==> src/rtl/evcnt_pkg.sv <==
package evcnt_pkg;

  localparam int ADDR_W = 8;
  localparam int DATA_W = 32;
  localparam int CAT_W  = 4;
  localparam int ATTR_W = 16;

  localparam logic [ADDR_W-1:0] A_CAP0 = 8'h00;
  localparam logic [ADDR_W-1:0] A_CAP1 = 8'h01;
  localparam logic [ADDR_W-1:0] A_FRZ  = 8'h02;
  localparam logic [ADDR_W-1:0] A_RST  = 8'h03;
  localparam logic [ADDR_W-1:0] A_OVF  = 8'h04;
  localparam int SLOT_BLK0 = 2;

  localparam logic [2:0] F_CFG  = 3'd0;
  localparam logic [2:0] F_DATA = 3'd1;
  localparam logic [2:0] F_WQ   = 3'd2;
  localparam logic [2:0] F_TC   = 3'd3;
  localparam logic [2:0] F_PG   = 3'd4;
  localparam logic [2:0] F_XS   = 3'd5;
  localparam logic [2:0] F_EG   = 3'd6;

  localparam int FB_WQ = 0;
  localparam int FB_TC = 1;
  localparam int FB_PG = 2;
  localparam int FB_XS = 3;
  localparam int FB_EG = 4;

  localparam int CFG_EN_B   = 0;
  localparam int CFG_IEN_B  = 1;
  localparam int CFG_CAT_LO = 4;
  localparam int CFG_CODE_LO = 8;

  typedef struct packed {
    logic [4:0] wq;
    logic [2:0] tc;
    logic [1:0] pg;
    logic [2:0] xs;
    logic [2:0] eng;
  } ev_attr_t;

  typedef struct packed {
    logic [31:0] wq;
    logic [7:0]  tc;
    logic [3:0]  pg;
    logic [7:0]  xs;
    logic [7:0]  eng;
  } flt_t;

  function automatic int popcount16(input logic [15:0] v);
    int n;
    n = 0;
    for (int i = 0; i < 16; i++) n += int'(v[i]);
    return n;
  endfunction

endpackage

==> src/rtl/evcnt_match.sv <==
module evcnt_match
  import evcnt_pkg::*;
#(
  parameter int CODE_W = 16
) (
  input  logic              ev_valid,
  input  logic [CAT_W-1:0]  ev_cat,
  input  logic [CODE_W-1:0] ev_code,
  input  ev_attr_t          ev_attr,
  input  logic [CAT_W-1:0]  sel_cat,
  input  logic [CODE_W-1:0] sel_code,
  input  flt_t              flt,
  output logic              hit
);

  logic wq_ok, tc_ok, pg_ok, xs_ok, eg_ok, id_ok;

  always_comb begin
    wq_ok = (flt.wq  == '0) || flt.wq[ev_attr.wq];
    tc_ok = (flt.tc  == '0) || flt.tc[ev_attr.tc];
    pg_ok = (flt.pg  == '0) || flt.pg[ev_attr.pg];
    xs_ok = (flt.xs  == '0) || flt.xs[ev_attr.xs];
    eg_ok = (flt.eng == '0) || flt.eng[ev_attr.eng];
    id_ok = (ev_cat == sel_cat) && (ev_code == sel_code);
    hit   = ev_valid && id_ok && wq_ok && tc_ok && pg_ok && xs_ok && eg_ok;
  end

endmodule

==> src/rtl/evcnt_slot.sv <==
module evcnt_slot
  import evcnt_pkg::*;
#(
  parameter int         CNT_W    = 12,
  parameter int         CODE_W   = 16,
  parameter int         EV_PORTS = 2,
  parameter logic [4:0] FLT_SUP  = 5'b11011
) (
  input  logic                       clk,
  input  logic                       rst,
  input  logic                       cfg_clr,
  input  logic                       val_clr,
  input  logic                       frozen,
  input  logic                       wr_en,
  input  logic [2:0]                 wr_field,
  input  logic [DATA_W-1:0]          wdata,
  input  logic [EV_PORTS-1:0]        ev_valid,
  input  logic [EV_PORTS*CAT_W-1:0]  ev_cat,
  input  logic [EV_PORTS*CODE_W-1:0] ev_code,
  input  logic [EV_PORTS*ATTR_W-1:0] ev_attr,
  output logic [DATA_W-1:0]          cfg_word,
  output logic [CNT_W-1:0]           cnt,
  output flt_t                       flt,
  output logic                       ien,
  output logic                       wrap
);

  localparam int INC_W = $clog2(EV_PORTS + 1);

  logic              en_q, ien_q;
  logic [CAT_W-1:0]  cat_q;
  logic [CODE_W-1:0] code_q;
  flt_t              flt_q;
  logic [CNT_W-1:0]  cnt_q;
  logic [EV_PORTS-1:0] hits;
  logic [INC_W-1:0]  inc;
  logic [CNT_W:0]    sum;
  logic              active;

  // configuration and filter storage
  always_ff @(posedge clk) begin
    if (rst || cfg_clr) begin
      en_q   <= 1'b0;
      ien_q  <= 1'b0;
      cat_q  <= '0;
      code_q <= '0;
      flt_q  <= '0;
    end else if (wr_en) begin
      case (wr_field)
        F_CFG: begin
          en_q   <= wdata[CFG_EN_B];
          ien_q  <= wdata[CFG_IEN_B];
          cat_q  <= wdata[CFG_CAT_LO +: CAT_W];
          code_q <= wdata[CFG_CODE_LO +: CODE_W];
        end
        F_WQ: if (FLT_SUP[FB_WQ]) flt_q.wq  <= wdata;
        F_TC: if (FLT_SUP[FB_TC]) flt_q.tc  <= wdata[7:0];
        F_PG: if (FLT_SUP[FB_PG]) flt_q.pg  <= wdata[3:0];
        F_XS: if (FLT_SUP[FB_XS]) flt_q.xs  <= wdata[7:0];
        F_EG: if (FLT_SUP[FB_EG]) flt_q.eng <= wdata[7:0];
        default: ;
      endcase
    end
  end

  // one matcher per event port
  for (genvar p = 0; p < EV_PORTS; p++) begin : g_port
    evcnt_match #(.CODE_W(CODE_W)) u_match (
      .ev_valid (ev_valid[p]),
      .ev_cat   (ev_cat[p*CAT_W +: CAT_W]),
      .ev_code  (ev_code[p*CODE_W +: CODE_W]),
      .ev_attr  (ev_attr_t'(ev_attr[p*ATTR_W +: ATTR_W])),
      .sel_cat  (cat_q),
      .sel_code (code_q),
      .flt      (flt_q),
      .hit      (hits[p])
    );
  end

  always_comb begin
    inc = '0;
    for (int p = 0; p < EV_PORTS; p++) inc = inc + INC_W'(hits[p]);
    sum    = {1'b0, cnt_q} + {{(CNT_W + 1 - INC_W){1'b0}}, inc};
    active = en_q && !frozen;
  end

  always_ff @(posedge clk) begin
    if (rst || val_clr) cnt_q <= '0;
    else if (active)    cnt_q <= sum[CNT_W-1:0];
  end

  always_comb begin
    cfg_word = '0;
    cfg_word[CFG_EN_B]  = en_q;
    cfg_word[CFG_IEN_B] = ien_q;
    cfg_word[CFG_CAT_LO +: CAT_W]   = cat_q;
    cfg_word[CFG_CODE_LO +: CODE_W] = code_q;
  end

  assign cnt  = cnt_q;
  assign flt  = flt_q;
  assign ien  = ien_q;
  assign wrap = active && sum[CNT_W] && !val_clr;

endmodule

==> src/rtl/evcnt_bank.sv <==
module evcnt_bank
  import evcnt_pkg::*;
#(
  parameter int          NUM_CNT  = 4,
  parameter int          CNT_W    = 12,
  parameter int          CODE_W   = 16,
  parameter int          EV_PORTS = 2,
  parameter logic [4:0]  FLT_SUP  = 5'b11011,
  parameter logic [15:0] CAT_SUP  = 16'h00FF
) (
  input  logic                       clk,
  input  logic                       rst,
  input  logic                       reg_wr,
  input  logic                       reg_rd,
  input  logic [7:0]                 reg_addr,
  input  logic [31:0]                reg_wdata,
  output logic [31:0]                reg_rdata,
  output logic                       reg_rvalid,
  input  logic [EV_PORTS-1:0]        ev_valid,
  input  logic [EV_PORTS*4-1:0]      ev_cat,
  input  logic [EV_PORTS*CODE_W-1:0] ev_code,
  input  logic [EV_PORTS*16-1:0]     ev_attr,
  output logic                       irq
);

  localparam int NUM_CAT = popcount16(CAT_SUP);
  localparam logic [DATA_W-1:0] CAP0_VAL = {3'b000, FLT_SUP, 1'b0, 1'b1, 1'b1,
                                            5'(NUM_CAT), 8'(CNT_W), 8'(NUM_CNT)};
  localparam logic [DATA_W-1:0] CAP1_VAL = {16'h0000, CAT_SUP};

  logic               frz_q;
  logic [NUM_CNT-1:0] ovf_q;
  logic               irq_q;
  logic [DATA_W-1:0]  rdata_q;
  logic               rvalid_q;

  logic               rst_cmd, cfg_clr, val_clr;
  logic [NUM_CNT-1:0] w1c, slot_sel, ien_v, wrap_v;
  logic [DATA_W-1:0]  cfg_w [NUM_CNT];
  logic [CNT_W-1:0]   cnt_v [NUM_CNT];
  flt_t               flt_v [NUM_CNT];
  logic [NUM_CNT*CNT_W-1:0] cnt_all;
  logic [DATA_W-1:0]  rd_word;

  assign rst_cmd = reg_wr && (reg_addr == A_RST);
  assign cfg_clr = rst_cmd && reg_wdata[0];
  assign val_clr = rst_cmd && reg_wdata[1];
  assign w1c     = (reg_wr && (reg_addr == A_OVF)) ? reg_wdata[NUM_CNT-1:0] : '0;

  for (genvar i = 0; i < NUM_CNT; i++) begin : g_slot
    assign slot_sel[i] = (reg_addr[7:3] == 5'(SLOT_BLK0 + i));
    assign cnt_all[i*CNT_W +: CNT_W] = cnt_v[i];

    evcnt_slot #(
      .CNT_W(CNT_W), .CODE_W(CODE_W), .EV_PORTS(EV_PORTS), .FLT_SUP(FLT_SUP)
    ) u_slot (
      .clk      (clk),
      .rst      (rst),
      .cfg_clr  (cfg_clr),
      .val_clr  (val_clr),
      .frozen   (frz_q),
      .wr_en    (reg_wr && slot_sel[i]),
      .wr_field (reg_addr[2:0]),
      .wdata    (reg_wdata),
      .ev_valid (ev_valid),
      .ev_cat   (ev_cat),
      .ev_code  (ev_code),
      .ev_attr  (ev_attr),
      .cfg_word (cfg_w[i]),
      .cnt      (cnt_v[i]),
      .flt      (flt_v[i]),
      .ien      (ien_v[i]),
      .wrap     (wrap_v[i])
    );
  end

  // global freeze, sticky wrap status, interrupt
  always_ff @(posedge clk) begin
    if (rst) begin
      frz_q <= 1'b0;
      ovf_q <= '0;
      irq_q <= 1'b0;
    end else begin
      if (reg_wr && (reg_addr == A_FRZ)) frz_q <= reg_wdata[0];
      ovf_q <= (ovf_q & ~w1c) | wrap_v;
      irq_q <= |(ovf_q & ien_v);
    end
  end

  // read multiplexer
  always_comb begin
    rd_word = '0;
    case (reg_addr)
      A_CAP0: rd_word = CAP0_VAL;
      A_CAP1: rd_word = CAP1_VAL;
      A_FRZ:  rd_word = {31'b0, frz_q};
      A_OVF:  rd_word = {{(DATA_W - NUM_CNT){1'b0}}, ovf_q};
      default: begin
        for (int i = 0; i < NUM_CNT; i++) begin
          if (slot_sel[i]) begin
            case (reg_addr[2:0])
              F_CFG:  rd_word = cfg_w[i];
              F_DATA: rd_word = {{(DATA_W - CNT_W){1'b0}}, cnt_v[i]};
              F_WQ:   rd_word = flt_v[i].wq;
              F_TC:   rd_word = {24'b0, flt_v[i].tc};
              F_PG:   rd_word = {28'b0, flt_v[i].pg};
              F_XS:   rd_word = {24'b0, flt_v[i].xs};
              F_EG:   rd_word = {24'b0, flt_v[i].eng};
              default: rd_word = '0;
            endcase
          end
        end
      end
    endcase
  end

  always_ff @(posedge clk) begin
    if (rst) begin
      rdata_q  <= '0;
      rvalid_q <= 1'b0;
    end else begin
      rvalid_q <= reg_rd;
      if (reg_rd) rdata_q <= rd_word;
    end
  end

  assign reg_rdata  = rdata_q;
  assign reg_rvalid = rvalid_q;
  assign irq        = irq_q;

endmodule

==> config.mk <==
export PLATFORM = sky130hd
export DESIGN_NAME = evcnt_bank
export DESIGN_NICKNAME = d
export VERILOG_FILES = /design/src/rtl/evcnt_pkg.sv /design/src/rtl/evcnt_match.sv /design/src/rtl/evcnt_slot.sv /design/src/rtl/evcnt_bank.sv
export SDC_FILE = /design/constraint.sdc
export NUM_CORES = 1
export LEC_CHECK = 0
export BUFFER_PORTS_ARGS = -buffer_cell sky130_fd_sc_hd__buf_2
export CORE_MARGIN = 2
export CORE_UTILIZATION = 45
export DETAILED_ROUTE_END_ITERATION = 12
export GPL_TIMING_DRIVEN = 0
export HOLD_SLACK_MARGIN = 0.15
export SLEW_MARGIN = 20
export SYNTH_ARGS = -nofsm -noshare
export SYNTH_HDL_FRONTEND = slang
export SYNTH_SLANG_ARGS = --single-unit
==> constraint.sdc <==
create_clock -name clk -period 11.23 [get_ports clk]
set_clock_uncertainty 0.2 [all_clocks]
set_input_delay 2.246 -clock clk [delete_from_list [all_inputs] [get_ports clk]]
set_output_delay 2.246 -clock clk [all_outputs]
set_load 0.01 [all_outputs]
## Yosys cells after proc, flatten, opt, wreduce, memory -nomap -nowiden

Cells that the tools add are included.

- Register bits: 399
- Input bits: 118
- Logic and storage cells: 308

- $add $sub $neg: 8
- $lt $le $gt $ge: 8
- Equal/unequal tests: 29
- Muxes and demuxes: 74
- Bitwise operators: 4
- Reduce and logical (&&, ||, !) cells: 144

Operators with widths:

| operator | count |
|---|---|
| case mux 32 bit (6 select lines) | 4 |
| == test 16 bit | 8 |
| zero test 32 bit | 4 |
| 2-to-1 mux 32 bit | 4 |
| case mux 32 bit (4 select lines) | 1 |
| zero test 8 bit | 13 |
| binary-select mux 1 bit (select 3 bit) | 24 |
| logical AND 1 bit | 69 |
| adder 12 x 2 -> 13 bit | 4 |
| binary-select mux 1 bit (select 5 bit) | 8 |
| AND reduction 2 bit | 20 |
| logical OR 1 bit | 34 |
| == test 4 bit | 8 |
| 2-to-1 mux 1 bit | 32 |
| less-than comparator 3 x 4 -> 1 bit (second input constant) | 6 |
| == test 8 x 2 -> 1 bit (second input constant) | 2 |
| less-than comparator 5 x 6 -> 1 bit (second input constant) | 2 |
| == test 5 x 2 -> 1 bit (second input constant) | 2 |
| == test 5 x 3 -> 1 bit (second input constant) | 2 |
| adder 1 x 1 -> 2 bit | 4 |
| AND 4 bit | 2 |
| == test 8 x 1 -> 1 bit (second input constant) | 1 |
| == test 8 x 3 -> 1 bit (second input constant) | 1 |
| == test 3 x 2 -> 1 bit (second input constant) | 2 |
| other kinds (8) | 10 |

## Logic depth before layout (Yosys ltp)

Gate-level depths: netlist (run 1).

- Depth after elaboration: 12
- Depth in mapped cells: 15
- Mapped depth without buffers: 13

## Modules after synthesis

From an unflattened synthesis (run 1), not the netlist that was laid out.

- Cells, all modules: 3094
- Area total of the unflattened synthesis: 26297.7 um^2

Modules (own cells, without submodules):

| module | instances | cells an instance | area each (um^2) |
|---|---|---|---|
| evcnt_slot at g_slot[1].u_slot ... | 3 | 441 | 3572.2 |
| evcnt_match | 8 | 83 | 875.8 |
| evcnt_bank | 1 | 665 | 5021.1 |
| evcnt_slot at g_slot[0].u_slot | 1 | 442 | 3553.4 |

## Worst setup path after synthesis (run 1)

OpenSTA, ideal clock, no wires.

- Path kind: input -> register
- Start point: in ev_attr[27]
- End point: reg g_slot[1].u_slot.cnt_q[6]
- Setup time: 0.128 ns
- Arrival time: 4.861 ns
- Data required time: 10.902 ns
- Slack: 6.042 ns
- Stages on the path: 12
- Buffers on the path: 2
- Path through: buf_6 > buf_2 > mux4_2 > a22o_1 > a2111oi_0 > a311oi_1 > fa_1 > ha_1 > and3_1 > nand4_1 > xor2_1 > nor2_1

- Longest elaborated chain between the ends: 9

RTL lines:

| item | RTL line | text |
|---|---|---|
| from (decl) | evcnt_bank.sv:22 | `input logic [EV_PORTS*16-1:0] ev_attr,` |
| binary-select mux 1 bit (select 5 bit) | evcnt_match.sv:19 | `wq_ok = (flt.wq == '0) \|\| flt.wq[ev_attr.wq];` |
| 2-to-1 mux 1 bit (not written as such) | evcnt_match.sv:19 |  |
| logical OR 1 bit | evcnt_match.sv:19 |  |
| logical AND 1 bit (4 in series) | evcnt_match.sv:25 | `hit = ev_valid && id_ok && wq_ok && tc_ok && pg_ok && xs_ok && eg_ok;` |
| adder 1 x 1 -> 2 bit | evcnt_slot.sv:82 | `for (int p = 0; p < EV_PORTS; p++) inc = inc + INC_W'(hits[p]);` |
| adder 12 x 2 -> 13 bit | evcnt_slot.sv:83 | `sum = {1'b0, cnt_q} + {{(CNT_W + 1 - INC_W){1'b0}}, inc};` |
| to (signal assigned) | evcnt_slot.sv:89 | `else if (active) cnt_q <= sum[CNT_W-1:0];` |
| to (decl) | evcnt_slot.sv:34 | `logic [CNT_W-1:0] cnt_q;` |

No other way between the ends. The select of a mux whose other input is x is not followed.
A chain may end at the register's enable or synchronous reset.

## Worst setup path in the final report (run 1)

- Start point: in ev_cat[1]
- End point: reg g_slot[1].u_slot.cnt_q[10]

- Longest elaborated chain between the ends: 9

RTL lines:

| item | RTL line | text |
|---|---|---|
| from (decl) | evcnt_bank.sv:20 | `input logic [EV_PORTS*4-1:0] ev_cat,` |
| == test 4 bit | evcnt_match.sv:24 | `id_ok = (ev_cat == sel_cat) && (ev_code == sel_code);` |
| logical AND 1 bit | evcnt_match.sv:24 |  |
| logical AND 1 bit (5 in series) | evcnt_match.sv:25 |  |
| adder 1 x 1 -> 2 bit | evcnt_slot.sv:82 |  |
| adder 12 x 2 -> 13 bit | evcnt_slot.sv:83 |  |

No other way between the ends.

==> flow_metrics.tcl, run 1 <==
set metrics [dict create \
    status "completed" \
    synth_commonest_cells "nand2_1, dfxtp_1, a21oi_1, clkbuf_1, nor2_1" \
    finalHoldViolations 0 \
    num_rows 84 \
    grt_pass1_wl_um 172000 \
    routed-via-count 24920 \
    clkSinkCount 399 \
    final_util 0.507 \
    gp_congestion 1.06 \
    htreeDepth 2 \
    yosysWarnings 0 \
    slew_violations 0 \
    clkLatencyLatePin_ns 0.61 \
    antenna_found_initial 8 \
    start_util 0.454 \
    synth_area_per_cell_um2 8.41 \
    grt_overflow 0 \
    cts_tree "done" \
    synth_edf_count 0 \
    tightest_slew_ns 1.15 \
    grt_pass1_vias 22449 \
    maxCapViolations 0 \
    cts_setup_buffers 0 \
    hold_class "reg2reg" \
    drt_first_pass_iters 9 \
    period_minus_slack_ns 5.94 \
    holdBufCountCts 0 \
    seq_area_frac_synth 0.336 \
    die_y_um 234 \
    synthCells 2822 \
    ys_ff_latch 399 \
    synth_cell_types 67 \
    period_share 0.529 \
    place.port_buffers 66 \
    ir_drop_mv 0.133 \
    wl_per_cell_um 34.4 \
    numCtsBuffers 46 \
    synthMostInstantiatedCell "nand2_1" \
    drt-initial-drc-count 3696 \
    cp-end-kind "flop" \
    gr-usage-all-layers 0.452 \
    setup_violations 0 \
    crit_fanout 4 \
    viasPerCell 6.80 \
    ant_nets 0 \
    dp_hpwl_um 98900 \
    max_slew_margin 0.231 \
    die_x_um 234 \
    p_leak_nw 8.60 \
    worstPathRequired_ns 11.50 \
    clockBufferDepth 3 \
    crit_arrival_ns 6.21 \
    io_pins 152 \
    yosysTopAreaCell "dfxtp_1" \
    synthArstFlopShare 0 \
    grt_max_degree 13 \
    synth_top_area_frac 0.336 \
    crit_type "in2reg" \
    setup_tns_ns 0 \
    drc 0 \
    fp.dieArea_um2 54600 \
    syn_nets 2948 \
    ys.flop_type "dfxtp_1" \
    grt_setup_unrepaired "no" \
    synth.area.top_cells "dfxtp_1, mux4_2, nand2_1" \
    cts_root_buffer "clkbuf_16" \
    max_freq_mhz 168 \
    post_cts_resized 0 \
    core_um2 52300 \
    drive_gt1_frac 0.137 \
    routed_wl_um 126000 \
    total_power_mw 3.36 \
    critPathLaunchType "input port" \
    synth.cell_area_um2 23700 \
    clk_pin_slew_worst_paths_ns 0.06 \
    power_density_nw_per_um2 127 \
    holdWs_ns 0.269 \
    syn_to_final_growth_pct 11.7 \
    fin_nets 3063 \
]
## cell type report
type / instances / area (µm²)
Tap cell: 688 / 861
Sequential cell: 399 / 7990
Inverter: 16 / 60.1
Clock buffer: 75 / 1420
Antenna cell: 2 / 5.00
Clock inverter: 10 / 141
Timing Repair Buffer: 67 / 342
Buffer: 279 / 1210
Fill cell: 4987 / 25800
Multi-Input combinational cell: 2128 / 14500
## through the flow
step	cells	instance area (µm²)	setup WS, ns
after floorplan	2822	23700	6.04
after global placement	3576	24900	4.97
after detailed placement	3576	24900	4.85
after CTS	3661	26500	5.46
after global routing	3663	26500	5.21
final	3664	26500	5.29
## kinds of logic after synthesis
| family | Yosys count | share of synthesized area |
|---|---|---|
| simple gates | 1066 | 0.200 |
| compound gates | 601 | 0.159 |
| flops | 399 | 0.336 |
| buf+inv | 295 | 0.0535 |
| mux | 253 | 0.172 |
| xor+xnor | 200 | 0.0738 |
| fa+ha+maj | 8 | 0.00548 |
## placed cells by master, fill, tap and decap left out, types with 10 or more instances in the layout
cell type  netlist  final
a2111oi_0       10     10
o21ai_0         24     24
mux2_2          53     53
o22ai_1         14     14
nand3_1         95     95
and3_1          19     19
nor2b_1         14     14
xnor2_1        144    144
mux4_2         118    118
nand4_1         60     60
a22o_1          10     10
nand2_1        586    586
nor2_1         146    146
inv_1           14     14
clkbuf_16        0     49
xor2_1          56     56
buf_1           16     15
a221o_1         16     16
nor3_1          26     26
mux2i_1         82     82
dfxtp_1        399    399
clkbuf_1       172    188
nand2b_1        15     15
a22oi_1         74     74
a21oi_1        337    337
a221oi_1        31     31
nor4_1          73     73
clkbuf_8         0     10
buf_2           79    146
## sequential cells by signal, indices dropped and copies added, names as in the netlist
name                  cells
g_slot.u_slot.en_q        4
g_slot.u_slot.code_q     64
ovf_q                     4
g_slot.u_slot.flt       224
g_slot.u_slot.cat_q      16
g_slot.u_slot.ien         4
irq                       1
frz_q                     1
g_slot.u_slot.cnt        48
reg_rdata                32
reg_rvalid                1
## final timing paths
path              slack [ns]                        to  depth (start not counted)                      start
setup / recovery        5.29  g_slot[1].u_slot.cnt[10]                         13                  ev_cat[1]
hold / removal          0.27             reg_rdata[17]                          2              reg_rdata[17]
setup reg to reg        6.64  g_slot[1].u_slot.cnt[10]                         12  g_slot[1].u_slot.cat_q[0]
hold reg to reg         0.27             reg_rdata[17]                          2              reg_rdata[17]
## critical path, cell delays in order
cell and delay [ns]:
clkbuf_1 0.35, xnor2_1 0.17, nand4_1 0.16, nor4_1 0.75, nand4_1 0.57, a311oi_1 0.70
fa_1 0.33, ha_1 0.19, nand4b_1 0.12, nor2_1 0.23, nand4_1 0.15, xor2_1 0.18
nor2_1 0.06
## power by group
part           leakage, nW  internal, mW  switching, mW  total [mW]
logic                 4.63        0.0894          0.237       0.327
clock network        0.758         0.935          0.669        1.60
registers             3.22          1.42        0.00535        1.43
total                 8.60          2.44          0.911        3.36
## routing by layer
layer / vias to the layer above / global-route usage / routed length (µm)
li1: 10379 / - / -
met1: 12179 / 0.557 / 46200
met2: 1908 / 0.694 / 55000
met3: 446 / 0.120 / 14700
met4: 8 / 0.300 / 10000
met5: - / 0 / 58
No activity file was read; power rests on OpenSTA's default activity.
==> run 2, diff against run 1 <==
--- a/config.mk
+++ b/config.mk
@@ -5,6 +5,7 @@
 export SDC_FILE = /design/constraint.sdc
 export NUM_CORES = 1
 export LEC_CHECK = 0
+export ABC_AREA = 1
 export BUFFER_PORTS_ARGS = -buffer_cell sky130_fd_sc_hd__buf_2
 export CORE_MARGIN = 2
 export CORE_UTILIZATION = 45
==> constraint.sdc (replaced) <==
create_clock -name clk -period 5.7 [get_ports clk]
set_clock_uncertainty 0.2 [all_clocks]
set_input_delay 1.14 -clock clk [delete_from_list [all_inputs] [get_ports clk]]
set_output_delay 1.14 -clock clk [all_outputs]
set_load 0.01 [all_outputs]
==> run 2 against run 1 <==
  * Global-route usage increased by 4.1 points
  * Clock power grew 110%
  * Wire length is 14% higher
  * Cell area up 4.9%
  * Hold slack got worse by 0.0062 ns
  * Synthesized cell count rose by 42%
  * Register-to-register slack got worse by 5.5 ns
  * Die area up 3.8%
  * Sequential power is 97% higher
  * First-iteration DRC count rose by 33%
  * Highest routed layer unchanged
==> flow_metrics.tcl, run 2 <==
set metrics [dict create \
    worstPathRequired_ns 6.03 \
    ant_nets 0 \
    htreeDepth 2 \
    grt_pass1_wl_um 201000 \
    most-common-layout-cells "nand2_1, a21oi_1, dfxtp_1" \
    cpMostUsedCell "nand2_1" \
    setup_tns_ns 0 \
    routed-via-count 31232 \
    drc 0 \
    yosysTopAreaCell "dfxtp_1" \
    gp_congestion 1.17 \
    period_share 0.907 \
    holdWs_ns 0.262 \
    holdBufCountCts 0 \
    synthCells 4004 \
    synth_cell_types 40 \
    grt_setup_unrepaired "no" \
    max_stage_delay_ns 0.60 \
    core_um2 54000 \
    dp_hpwl_um 111000 \
    clkLatencyLatePin_ns 0.63 \
    num_rows 85 \
    largest_reg_flops 224 \
    final_common_cell "nand2_1" \
    min_path_cells 2 \
    crit_type "in2reg" \
    synthArstFlopShare 0 \
    cts_root_buffer "clkbuf_16" \
    crit_fanout 10 \
    power_density_nw_per_um2 252 \
    slowest_stage "nor2_1" \
    cts_tree "done" \
    clkSinkCount 399 \
    post_cts_resized 0 \
    numCtsBuffers 46 \
    hold_class "reg2reg" \
    yosysWarnings 0 \
    status "completed" \
    p_leak_nw 10.8 \
    synthMostInstantiatedCell "nand2_1" \
    synth_edf_count 0 \
    clockBufferDepth 3 \
    seq_area_frac_synth 0.324 \
    drt-initial-drc-count 4901 \
    synth_commonest_cells "nand2_1, a21oi_1, dfxtp_1, nand3_1, inv_1" \
    routed_wl_um 144000 \
    grt_max_degree 15 \
    antenna_found_initial 7 \
    ys_ff_latch 399 \
    tightest_slew_ns 1.27 \
    fillCellCount 5932 \
    drive_gt1_frac 0.0716 \
    crit_arrival_ns 5.50 \
    period_minus_slack_ns 5.17 \
    critPathLaunchType "input port" \
    die_x_um 238 \
    setup_violations 0 \
    finalHoldViolations 0 \
    io_pins 152 \
    ir_drop_mv 0.229 \
    crit_chain "clkbuf_1 -> inv_1 -> clkbuf_1 -> nand2_1 -> nand3_1 -> nand3_1 -> nand3_1 -> nand4_1 -> nor2_1 -> nand2_1 -> fa_1 -> inv_1 -> ha_1 -> nand2_1 -> nor3_1 -> nand2_1 -> nor2_1 -> nand2_1 -> o31ai_1" \
    synth_top_area_frac 0.324 \
    synth_area_per_cell_um2 6.16 \
    ys.flop_type "dfxtp_1" \
    synth.area.top_cells "dfxtp_1, nand2_1, a21oi_1" \
    max_slew_margin 0.152 \
    grt_overflow 0 \
    start_util 0.457 \
    die_y_um 238 \
    maxCapViolations 0 \
    syn_nets 4130 \
    syn_to_final_growth_pct 12.7 \
    viasPerCell 6.36 \
    clk_pin_slew_worst_paths_ns 0.06 \
    cts_setup_buffers 0 \
    r2r_cells 18 \
    grt_pass1_vias 28302 \
    synth.cell_area_um2 24700 \
    place.port_buffers 117 \
    fp.dieArea_um2 56700 \
    gr-usage-all-layers 0.493 \
    slew_violations 0 \
    drt_first_pass_iters 7 \
    fin_nets 4295 \
    max_freq_mhz 193 \
    cp-end-kind "flop" \
    wl_per_cell_um 29.3 \
]
run 2: changes by cell type in the layout (fill, tap and decap cells not counted), sizes merged, moves of 118 or more:
cell   change
a21oi    +121
inv      +367
mux4     -118
nand2    +420
nand3    +306
nor2     +192
o21ai    +368
run 2: cells by family after synthesis:
family / Yosys count / share of synthesized area
adders and majority gates: 8 / 0.00528
and+or+nand+nor: 1877 / 0.321
xor gates and xnor gates: 59 / 0.0210
AOI/OAI and AO/OA: 1037 / 0.227
buffers and inverters: 624 / 0.103
DFF: 399 / 0.324
run 2: routing by layer:
layer,vias to the layer above,global-route usage,routed length (µm)
li1,13746,-,-
met1,14364,0.607,52500
met2,2510,0.710,57900
met3,604,0.165,20200
met4,8,0.377,13000
met5,-,0,52
run 2: path summary, 6_finish.rpt:
| path | startpoint | end | slack [ns] |
|---|---|---|---|
| hold reg to reg | reg_rdata[13] | reg_rdata[13] | 0.26 |
| setup / recovery | ev_attr[0] | ovf_q[2] | 0.53 |
| setup reg to reg | g_slot[2].u_slot.cat_q[3] | ovf_q[2] | 1.14 |
| hold / removal | reg_rdata[13] | reg_rdata[13] | 0.26 |
run 2: critical path, delay by kind of cell:
family          cells  cell delay (ns)
compound gates      1             0.19
fa+ha+maj           2             0.55
buf+inv             4             0.97
simple gates       12             2.63
run 2: power breakdown:
part	switching [mW]	total [mW]	leakage (nW)	internal [mW]
sequential	0.0111	2.81	3.22	2.80
combinational	0.638	0.841	6.72	0.202
clock	1.36	3.35	0.820	1.99
total	2.01	7.00	10.8	4.99
run 2: layout make-up:
| cell class | count | area, µm² | area share |
|---|---|---|---|
| clock inverters | 21 | 310 | 0.0112 |
| clock buffers | 62 | 1350 | 0.0486 |
| plain buffers | 239 | 1080 | 0.0389 |
| flip-flops and latches | 399 | 7990 | 0.287 |
| inverters | 385 | 1450 | 0.0521 |
| diodes | 7 | 17.5 | 0.000630 |
| repair buffers | 117 | 586 | 0.0211 |
| multi-input cells | 2981 | 14200 | 0.509 |
| well taps | 696 | 871 | 0.0313 |
run 2: per-stage QoR:
step	power, mW	util	setup WS [ns]	instances	instance area, µm²
2_1_floorplan	3.30	-	1.71	4004	24700
3_3_place_gp	3.66	0.483	0.158	4817	26100
3_5_place_dp	3.65	0.484	0.141	4817	26100
4_1_cts	6.91	0.514	0.755	4900	27800
5_1_grt	7.10	0.514	0.351	4900	27800
6_report	7.00	0.515	0.529	4907	27800
